**config.mk**
```make
export PLATFORM = sky130hd
export DESIGN_NAME = spi_pot_regif
export DESIGN_NICKNAME = d
export VERILOG_FILES = /design/src/rtl/spi_pot_pkg.sv /design/src/rtl/spi_pot_sync.sv /design/src/rtl/spi_pot_frame.sv /design/src/rtl/spi_pot_regfile.sv /design/src/rtl/spi_pot_regif.sv
export SDC_FILE = /design/constraint.sdc
export NUM_CORES = 1
export LEC_CHECK = 0
export CAP_MARGIN = 20
export CELL_PAD_IN_SITES_DETAIL_PLACEMENT = 1
export CELL_PAD_IN_SITES_GLOBAL_PLACEMENT = 2
export CORE_ASPECT_RATIO = 0.6
export CORE_MARGIN = 1
export CORE_UTILIZATION = 37
export CTS_BUF_LIST = sky130_fd_sc_hd__clkbuf_8
export DETAILED_ROUTE_END_ITERATION = 7
export GPL_ROUTABILITY_DRIVEN = 0
export MAX_ROUTING_LAYER = met4
export PLACE_DENSITY = 0.83
export SKIP_LAST_GASP = 1
export SYNTH_ARGS = -nofsm -noshare
export SYNTH_HDL_FRONTEND = slang
export SYNTH_SLANG_ARGS = --single-unit
```
**constraint.sdc**
```tcl
create_clock -name clk -period 2.3 [get_ports clk]
set_clock_uncertainty 0.2 [all_clocks]
set_input_delay 0.345 -clock clk [delete_from_list [all_inputs] [get_ports clk]]
set_output_delay 0.345 -clock clk [all_outputs]
set_load 0.005 [all_outputs]
```
**src/rtl/spi_pot_pkg.sv**
```systemverilog
package spi_pot_pkg;
    localparam int unsigned BYTE_W     = 8;
    localparam int unsigned ADDR_W     = 5;
    localparam int unsigned WIPER_W    = 7;
    localparam int unsigned FRAME_BITS = 2 * BYTE_W;

    localparam logic [ADDR_W-1:0]  ADDR_WIPER = 5'h00;
    localparam logic [ADDR_W-1:0]  ADDR_CTRL  = 5'h10;
    localparam int unsigned        CTRL_SDN_BIT = 6;
    localparam int unsigned        CTRL_OD_BIT  = 1;
    localparam logic [BYTE_W-1:0]  CTRL_MASK  = 8'h42;
    localparam logic [BYTE_W-1:0]  CTRL_RST   = 8'h40;
    localparam logic [WIPER_W-1:0] WIPER_RST  = 7'h40;

    typedef enum logic [1:0] {
        ST_IDLE,
        ST_CMD,
        ST_DATA,
        ST_DONE
    } fr_state_e;
endpackage

```
**src/rtl/spi_pot_sync.sv**
```systemverilog
module spi_pot_sync #(
    parameter int unsigned STAGES = 2
) (
    input  logic clk,
    input  logic rst_n,
    input  logic sck,
    input  logic cs_n,
    input  logic sdi,
    output logic sck_rise,
    output logic sck_fall,
    output logic cs_fall,
    output logic cs_rise,
    output logic sdi_s
);
    logic [STAGES:0]   sck_p;
    logic [STAGES:0]   cs_p;
    logic [STAGES-1:0] sdi_p;

    // chip select history resets low so a select held low through reset is no falling edge
    always_ff @(posedge clk or negedge rst_n) begin
        if (!rst_n) begin
            sck_p <= '0;
            cs_p  <= '0;
        end else begin
            sck_p <= {sck_p[STAGES-1:0], sck};
            cs_p  <= {cs_p[STAGES-1:0], cs_n};
        end
    end

    generate
        if (STAGES > 1) begin : g_sdi_multi
            always_ff @(posedge clk or negedge rst_n) begin
                if (!rst_n) sdi_p <= '0;
                else        sdi_p <= {sdi_p[STAGES-2:0], sdi};
            end
        end else begin : g_sdi_single
            always_ff @(posedge clk or negedge rst_n) begin
                if (!rst_n) sdi_p <= '0;
                else        sdi_p <= sdi;
            end
        end
    endgenerate

    always_comb begin
        sck_rise = sck_p[STAGES-1] & ~sck_p[STAGES];
        sck_fall = ~sck_p[STAGES-1] & sck_p[STAGES];
        cs_fall  = ~cs_p[STAGES-1] & cs_p[STAGES];
        cs_rise  = cs_p[STAGES-1] & ~cs_p[STAGES];
        sdi_s    = sdi_p[STAGES-1];
    end
endmodule

```
**src/rtl/spi_pot_frame.sv**
```systemverilog
module spi_pot_frame
    import spi_pot_pkg::*;
(
    input  logic                clk,
    input  logic                rst_n,
    input  logic                sck_rise,
    input  logic                sck_fall,
    input  logic                cs_fall,
    input  logic                cs_rise,
    input  logic                sdi_s,
    input  logic [BYTE_W-1:0]   rd_data,
    output fr_state_e           state,
    output logic [ADDR_W-1:0]   reg_addr,
    output logic [BYTE_W-1:0]   wr_data,
    output logic                wr_commit,
    output logic                tx_active,
    output logic                tx_bit
);
    localparam int unsigned CNT_W = $clog2(FRAME_BITS);
    localparam logic [CNT_W-1:0] LAST_CMD = CNT_W'(BYTE_W - 1);
    localparam logic [CNT_W-1:0] LAST_BIT = CNT_W'(FRAME_BITS - 1);

    fr_state_e          state_q, state_d;
    logic [CNT_W-1:0]   bit_cnt;
    logic [BYTE_W-1:0]  shift_in;
    logic               cmd_rd;
    logic [ADDR_W-1:0]  cmd_addr;
    logic [BYTE_W-2:0]  tx_sr;
    logic               tx_on;
    logic               tx_q;
    logic               last_rise;

    assign last_rise = sck_rise && (bit_cnt == LAST_BIT);

    // state register
    always_ff @(posedge clk or negedge rst_n) begin
        if (!rst_n) state_q <= ST_IDLE;
        else        state_q <= state_d;
    end

    // transitions
    always_comb begin
        state_d = state_q;
        unique case (state_q)
            ST_IDLE: if (cs_fall) state_d = ST_CMD;
            ST_CMD: begin
                if (cs_rise) state_d = ST_IDLE;
                else if (sck_rise && bit_cnt == LAST_CMD) state_d = ST_DATA;
            end
            ST_DATA: begin
                if (cs_rise) state_d = ST_IDLE;
                else if (last_rise) state_d = ST_DONE;
            end
            ST_DONE: if (cs_rise) state_d = ST_IDLE;
        endcase
    end

    // receive and transmit datapath
    always_ff @(posedge clk or negedge rst_n) begin
        if (!rst_n) begin
            bit_cnt  <= '0;
            shift_in <= '0;
            cmd_rd   <= 1'b0;
            cmd_addr <= '0;
            tx_sr    <= '0;
            tx_on    <= 1'b0;
            tx_q     <= 1'b0;
        end else begin
            if (state_q == ST_IDLE) begin
                bit_cnt <= '0;
            end else if (sck_rise && (state_q == ST_CMD || state_q == ST_DATA)) begin
                shift_in <= {shift_in[BYTE_W-2:0], sdi_s};
                bit_cnt  <= bit_cnt + CNT_W'(1);
                if (state_q == ST_CMD && bit_cnt == LAST_CMD) begin
                    cmd_rd   <= shift_in[BYTE_W-2];
                    cmd_addr <= {shift_in[ADDR_W-2:0], sdi_s};
                end
            end

            if (cs_rise || state_q != ST_DATA || last_rise) begin
                tx_on <= 1'b0;
                tx_q  <= 1'b0;
            end else if (sck_fall && cmd_rd) begin
                if (!tx_on) begin
                    tx_on <= 1'b1;
                    tx_q  <= rd_data[BYTE_W-1];
                    tx_sr <= rd_data[BYTE_W-2:0];
                end else begin
                    tx_q  <= tx_sr[BYTE_W-2];
                    tx_sr <= {tx_sr[BYTE_W-3:0], 1'b0};
                end
            end
        end
    end

    // outputs
    always_comb begin
        state     = state_q;
        reg_addr  = cmd_addr;
        wr_data   = {shift_in[BYTE_W-2:0], sdi_s};
        wr_commit = (state_q == ST_DATA) && last_rise && !cmd_rd && !cs_rise;
        tx_active = tx_on;
        tx_bit    = tx_q;
    end
endmodule

```
**src/rtl/spi_pot_regfile.sv**
```systemverilog
module spi_pot_regfile
    import spi_pot_pkg::*;
(
    input  logic                clk,
    input  logic                rst_n,
    input  logic [ADDR_W-1:0]   addr,
    input  logic                wr_en,
    input  logic [BYTE_W-1:0]   wr_data,
    output logic [BYTE_W-1:0]   rd_data,
    output logic [WIPER_W-1:0]  wiper_code,
    output logic                ctrl_sdn,
    output logic                ctrl_od
);
    logic [WIPER_W-1:0] wiper_q;
    logic [BYTE_W-1:0]  ctrl_q;

    always_ff @(posedge clk or negedge rst_n) begin
        if (!rst_n) begin
            wiper_q <= WIPER_RST;
            ctrl_q  <= CTRL_RST;
        end else if (wr_en) begin
            if (addr == ADDR_WIPER) wiper_q <= wr_data[WIPER_W-1:0];
            if (addr == ADDR_CTRL)  ctrl_q  <= wr_data & CTRL_MASK;
        end
    end

    always_comb begin
        unique case (addr)
            ADDR_WIPER: rd_data = {{(BYTE_W-WIPER_W){1'b0}}, wiper_q};
            ADDR_CTRL:  rd_data = ctrl_q;
            default:    rd_data = '0;
        endcase
        wiper_code = wiper_q;
        ctrl_sdn   = ctrl_q[CTRL_SDN_BIT];
        ctrl_od    = ctrl_q[CTRL_OD_BIT];
    end
endmodule

```
**src/rtl/spi_pot_regif.sv**
```systemverilog
module spi_pot_regif
    import spi_pot_pkg::*;
#(
    parameter int unsigned SYNC_STAGES = 2
) (
    input  logic               clk,
    input  logic               rst_n,
    input  logic               sck,
    input  logic               cs_n,
    input  logic               sdi,
    output logic               sdo_o,
    output logic               sdo_oe,
    output logic [WIPER_W-1:0] wiper_code,
    output logic               shutdown
);
    logic              sck_rise, sck_fall, cs_fall, cs_rise, sdi_s;
    fr_state_e         fr_state;
    logic [ADDR_W-1:0] reg_addr;
    logic [BYTE_W-1:0] wr_data, rd_data;
    logic              wr_commit, tx_active, tx_bit;
    logic              ctrl_sdn, ctrl_od;

    spi_pot_sync #(.STAGES(SYNC_STAGES)) u_sync (
        .clk      (clk),
        .rst_n    (rst_n),
        .sck      (sck),
        .cs_n     (cs_n),
        .sdi      (sdi),
        .sck_rise (sck_rise),
        .sck_fall (sck_fall),
        .cs_fall  (cs_fall),
        .cs_rise  (cs_rise),
        .sdi_s    (sdi_s)
    );

    spi_pot_frame u_frame (
        .clk       (clk),
        .rst_n     (rst_n),
        .sck_rise  (sck_rise),
        .sck_fall  (sck_fall),
        .cs_fall   (cs_fall),
        .cs_rise   (cs_rise),
        .sdi_s     (sdi_s),
        .rd_data   (rd_data),
        .state     (fr_state),
        .reg_addr  (reg_addr),
        .wr_data   (wr_data),
        .wr_commit (wr_commit),
        .tx_active (tx_active),
        .tx_bit    (tx_bit)
    );

    spi_pot_regfile u_regs (
        .clk        (clk),
        .rst_n      (rst_n),
        .addr       (reg_addr),
        .wr_en      (wr_commit),
        .wr_data    (wr_data),
        .rd_data    (rd_data),
        .wiper_code (wiper_code),
        .ctrl_sdn   (ctrl_sdn),
        .ctrl_od    (ctrl_od)
    );

    // output driver: open-drain only ever sinks, push-pull drives the bit
    always_comb begin
        if (ctrl_od) begin
            sdo_o  = 1'b0;
            sdo_oe = tx_active & ~tx_bit;
        end else begin
            sdo_o  = tx_active & tx_bit;
            sdo_oe = tx_active;
        end
        shutdown = ~ctrl_sdn;
    end
endmodule

```
; ---- Yosys cells after proc, flatten, opt, wreduce, memory -nomap -nowiden
; Index checks and enable logic that the tools add are counted.
[op_classes]
n_eq_ne = 11
n_addsub = 1
multipliers = 0
div = 0
muxes = 18
n_shift = 0
n_reduce_logical = 23
bitwise = 14
order_cmp = 0
[op_table]
columns = operator, n
row1 = $pmux W7 S2, 1
row2 = $mux W2, 6
row3 = $logic_and A1 B1 Y1, 8
row4 = $mux W4, 2
row5 = $not A1 Y1, 8
row6 = $pmux W2 S4, 1
row7 = $reduce_and A2 Y1, 4
row8 = $mux W1, 7
row9 = $mux W7, 1
row10 = $and A1 B1 Y1, 6
row11 = $ne A3 B1 Y1 const B, 2
row12 = $eq A5 B5 Y1 const B, 1
row13 = $logic_not A5 Y1, 1
row14 = $add A4 B1 Y4 const B, 1
row15 = $eq A2 B2 Y1 const B, 2
row16 = $eq A4 B3 Y1 const B, 1
row17 = $eq A4 B4 Y1 const B, 1
row18 = $ne A2 B2 Y1 const B, 2
row19 = $reduce_and A4 Y1, 1
row20 = $reduce_bool A2 Y1, 2
row21 = $logic_or A1 B1 Y1, 3
row22 = $reduce_and A3 Y1, 1
row23 = $eq A2 B1 Y1 const B, 1
row24 = $logic_not A1 Y1, 2
row25 = other kinds (2), 2
[totals]
romBits = 0
input_bits = 5
register_bits = 45
mem_count = 0
ram_bits = 0
latch_bits = 0
wordCells = 80

; ---- Depth between registers and ports, before layout
[logic_depth]
ltp_word = 7
mapped_depth = 7
depth_no_buf = 6

; ---- Hierarchy
; A second synthesis with hierarchy kept.
[hier_totals]
hier_cells = 160
area_unflattened_um2 = 2047.0
[modules_own_cells]
columns = mod, area_each_um2, cells_each, n_inst
row1 = spi_pot_frame, 1320.0, 111, 1
row2 = spi_pot_regfile, 470.5, 34, 1
row3 = spi_pot_sync, 235.2, 12, 1
row4 = spi_pot_regif, 21.3, 3, 1

; ---- Least setup slack after synthesis
; No wires, ideal clock.
[synth_path]
kind = register to register
start = reg u_frame.state_q[1] (netlist: u_frame.state[1])
end = reg u_frame.cmd_rd
arrival_time_ps = 1838
t_required_ps = 1975
path_slack_ps = 137
path_stages_with_launch = 8
period_less_slack_ps = 2163
cell_sequence = dfrtp_1 inv_1 ha_1 nand3b_1 nor2_1 and3_1 buf_2 mux2_2
[synth_via]
elab_chain_len = 4
[synth_lines]
columns = element, line_no
row1 = from (decl), spi_pot_frame.sv:23  ; fr_state_e state_q, state_d;
row2 = from (signal assigned), spi_pot_frame.sv:38  ; else state_q <= state_d;
row3 = $eq A2 B1 Y1 / $eq A2 B2 Y1 (equally long branches), "spi_pot_frame.sv:71, spi_pot_frame.sv:74"
row4 = $logic_or A1 B1 Y1, spi_pot_frame.sv:71  ; end else if (sck_rise && (state_q == ST_CMD || state_q == ST_DATA)) begin
row5 = $logic_and A1 B1 Y1, spi_pot_frame.sv:71
row6 = $reduce_and A3 Y1 (no line) (*), n/a
row7 = to (signal assigned), spi_pot_frame.sv:75  ; cmd_rd <= shift_in[BYTE_W-2];
row8 = to (decl), spi_pot_frame.sv:26  ; logic cmd_rd;
; Every way passes the cells marked *; elsewhere a longest branch is shown, timed or not.
; A chain may end at the register's enable or synchronous reset.

; ---- Worst setup path in the final report
[layout_path]
start = reg u_frame.tx_on (netlist: u_frame.tx_active)
end = out sdo_o
[layout_via]
elab_chain_len = 2
[layout_lines]
columns = element, line_no
row1 = from (decl), spi_pot_frame.sv:29  ; logic tx_on;
row2 = from (signal assigned), spi_pot_frame.sv:66  ; tx_on <= 1'b0;
row3 = from (signal assigned), spi_pot_frame.sv:81  ; tx_on <= 1'b0;
row4 = from (signal assigned), spi_pot_frame.sv:85  ; tx_on <= 1'b1;
row5 = $and A1 B1 Y1, spi_pot_regif.sv:71  ; sdo_o = tx_active & tx_bit;
row6 = $mux W1, spi_pot_regif.sv:67  ; if (ctrl_od) begin
row7 = to (decl), spi_pot_regif.sv:11  ; output logic sdo_o,
; Every way passes these cells.

==> results.cfg <==
[sta]
period_minus_slack_ns = 2.202
worst_slack_ns = 0.09810
setup_tns_ns = 0
rsz0062_at_grt = false
tightest_slew_ns = 0.4939
whs_ns = 0.1598
setup_viol = 0
timing.final.crit_share = 0.9573
slew_viol_final = 0
slew_headroom = 0.6655
final_hold_viol_count = 0
max_freq_mhz = 454.2

[synthesis]
syn-cell-area_um2 = 1904
ys_warn_count = 0
syn_avg_cell_area_um2 = 12.61
syn-instance-count = 151
syn_nets = 161
ys_seq_area_frac = 0.5926
synth_seq_cells = 45
synth.distinct_cells = 34

[placement]
dp_cells = 229
portBuffers = 14
dp_slack_ns = 0.1403
placed_cell_area_um2 = 2136
dpl.hpwl_mm = 3.078

[cts]
cts_max_level = 2
clock-root-buffer = clkbuf_8
numCtsBuffers = 5
clk_latency_ns = 0.29
cts_buffer_depth = 2
cts_tree = done
post-cts-setup-buffers = 0
clk_pin_slew_ns = 0.09
cts.sinks = 45

[global_route]
antenna_found_initial = 0
grt_pass1_vias = 1283
grt_max_degree = 27
track_usage = 0.1768
overflow = 0
grt_pass1_wl_mm = 6.831

[worst_setup_path]
crit_path_end_kind = output port
crit_required_ns = 1.75
cp.arrival_ns = 1.66
cp_max_fo = 8
start_kind = flop
path_class = flop to output port

[detailed_routing]
drc_errors = 0
route.vias.total = 1231
routed_wl_mm = 4.094
wire_per_inst_um = 17.20
via_per_inst = 5.172
drt_iter0_markers = 31
dr.pass1.iters = 4
ant_nets = 0

[status]
outcome = completed

[cells_and_area]
fin_area_um2 = 2267
areaGrowthSynthToFinish_pct = 19.05
drive_gt1_frac = 0.2286
n_antenna_cell = 0
stdcell_count = 238
fin_nets = 184

[power]
ir_worst_vdd_mv = 0.3567
leakage_nw = 1.003
powerDensity_nw_per_um2 = 824.8

[floorplanning]
rows = 19
start_util = 0.4005
dieArea_um2 = 5447
io_pins = 15
core-area_um2 = 4755
fp.dieH_um = 57.57
dieWidth_um = 94.62

[job]
maxCapViolCount = 0

[hold_path]
hp-class = flop to flop
[where the power goes]
part / leakage, nW / switching, mW / internal (mW)
clock: 0.0543 / 0.279 / 0.325
combinational: 0.356 / 0.174 / 0.142
sequential: 0.592 / 0.0780 / 0.872
[state kept, by name (all words and copies together) (netlist names), 3 cells and up]
name               count
u_frame.shift_in       7
u_frame.tx_sr          7
u_regs.wiper_code      7
u_frame.reg_addr       5
u_frame.bit_cnt        4
u_sync.cs_p            3
u_sync.sck_p           3
[per-layer routing]
layer  global-route usage  part of all wire  vias to the layer above
li1                     -                 -                      585
met1               0.2595              0.53                      630
met2               0.2456              0.44                       14
met3              0.04400             0.026                        2
met4              0.03896            0.0046                        0
met5                    -                 0                        -
[path summary, 6_finish.rpt]
| path | start | to | slack, ns | cells after the start |
|---|---|---|---|---|
| min in group asynchronous | rst_n | u_regs.ctrl_q[1]$_DFFE_PN0P_ | 0.34 | 2 |
| max reg2reg | u_frame.bit_cnt[0]$_DFFE_PN0P_ | u_regs.ctrl_q[1]$_DFFE_PN0P_ | 0.11 | 5 |
| max in group asynchronous | rst_n | u_frame.bit_cnt[0]$_DFFE_PN0P_ | 0.83 | 3 |
| max | u_frame.tx_active$_DFFE_PN0P_ | sdo_o | 0.1 | 3 |
| min reg2reg | u_sync.sdi_p[0]$_DFF_PN0_ | u_sync.sdi_p[1]$_DFF_PN0_ | 0.16 | 0 |
| min | u_sync.sdi_p[0]$_DFF_PN0_ | u_sync.sdi_p[1]$_DFF_PN0_ | 0.16 | 0 |
[Yosys cell counts, drive strengths merged]
library cell / number / area share
nand2: 11 / 0.022
a221oi: 2 / 0.0092
a31oi: 4 / 0.013
o21ai: 6 / 0.016
buf: 1 / 0.0026
nand2b: 4 / 0.013
nor3b: 2 / 0.0079
o211ai: 2 / 0.0079
inv: 3 / 0.0059
a32oi: 1 / 0.0046
and2: 1 / 0.0033
nand4: 1 / 0.0033
xor2: 2 / 0.0092
a32o: 2 / 0.011
and3: 2 / 0.0066
nand3b: 2 / 0.0079
or2: 1 / 0.0033
xnor2: 1 / 0.0046
clkbuf: 2 / 0.0039
clkinv: 1 / 0.0020
nand3: 7 / 0.018
a21oi: 4 / 0.011
nor4b: 1 / 0.0046
nor2b: 1 / 0.0033
o311ai: 1 / 0.0046
nor4: 2 / 0.018
ha: 5 / 0.033
mux2: 22 / 0.13
and3b: 2 / 0.0092
dfrtp: 43 / 0.57
dfstp: 2 / 0.028
nor2: 10 / 0.020
[cell usage in the layout (no fill, tap or decap), types with 3 or more instances in the layout]
| cell | instances |
|---|---|
| dfrtp_1 | 42 |
| mux2_2 | 20 |
| clkdlybuf4s50_1 | 13 |
| nand2_1 | 11 |
| nor2_1 | 10 |
| nand3_1 | 7 |
| o21ai_0 | 6 |
| ha_1 | 5 |
| clkbuf_8 | 5 |
| a21oi_1 | 4 |
| nand2b_1 | 4 |
| a31oi_1 | 4 |
| buf_4 | 4 |
| inv_1 | 3 |
[kinds of logic after synthesis]
logic type | synth area share
mux | 0.1301
compound gates | 0.07622
simple gates | 0.1399
xor+xnor | 0.01380
flops | 0.5926
fa+ha+maj | 0.03285
buf+inv | 0.01445
[cell type report]
class / instances / area [µm²]
Timing Repair Buffer: 19 / 175.2
Inverter: 4 / 15.01
Sequential cell: 45 / 1130
Fill cell: 498 / 2487
Clock buffer: 5 / 68.82
Tap cell: 63 / 78.83
Multi-Input combinational cell: 99 / 753.2
Clock inverter: 3 / 46.29
[critical path, stage by stage (launching register included)]
cell	delay, ns
dfrtp_2	0.47
clkinv_1	0.16
nor3b_2	0.21
clkdlybuf4s50_1	0.53
[what timing repair did]
item | CTS | global route
setup endpoints to repair | 1 | 1
resized for setup | 2 | 1
hold buffers | 1 | 0
endpoints found under the hold margin | 17 | 0
[metrics by stage]
step                      power [mW]  utilization
after CTS                      1.879       0.4768
after global routing           1.952       0.4768
final                          1.870       0.4768
after global placement         1.247       0.4492
after detailed placement       1.273       0.4492
after floorplan                1.150            -
(Power assumes the default switching activity.)
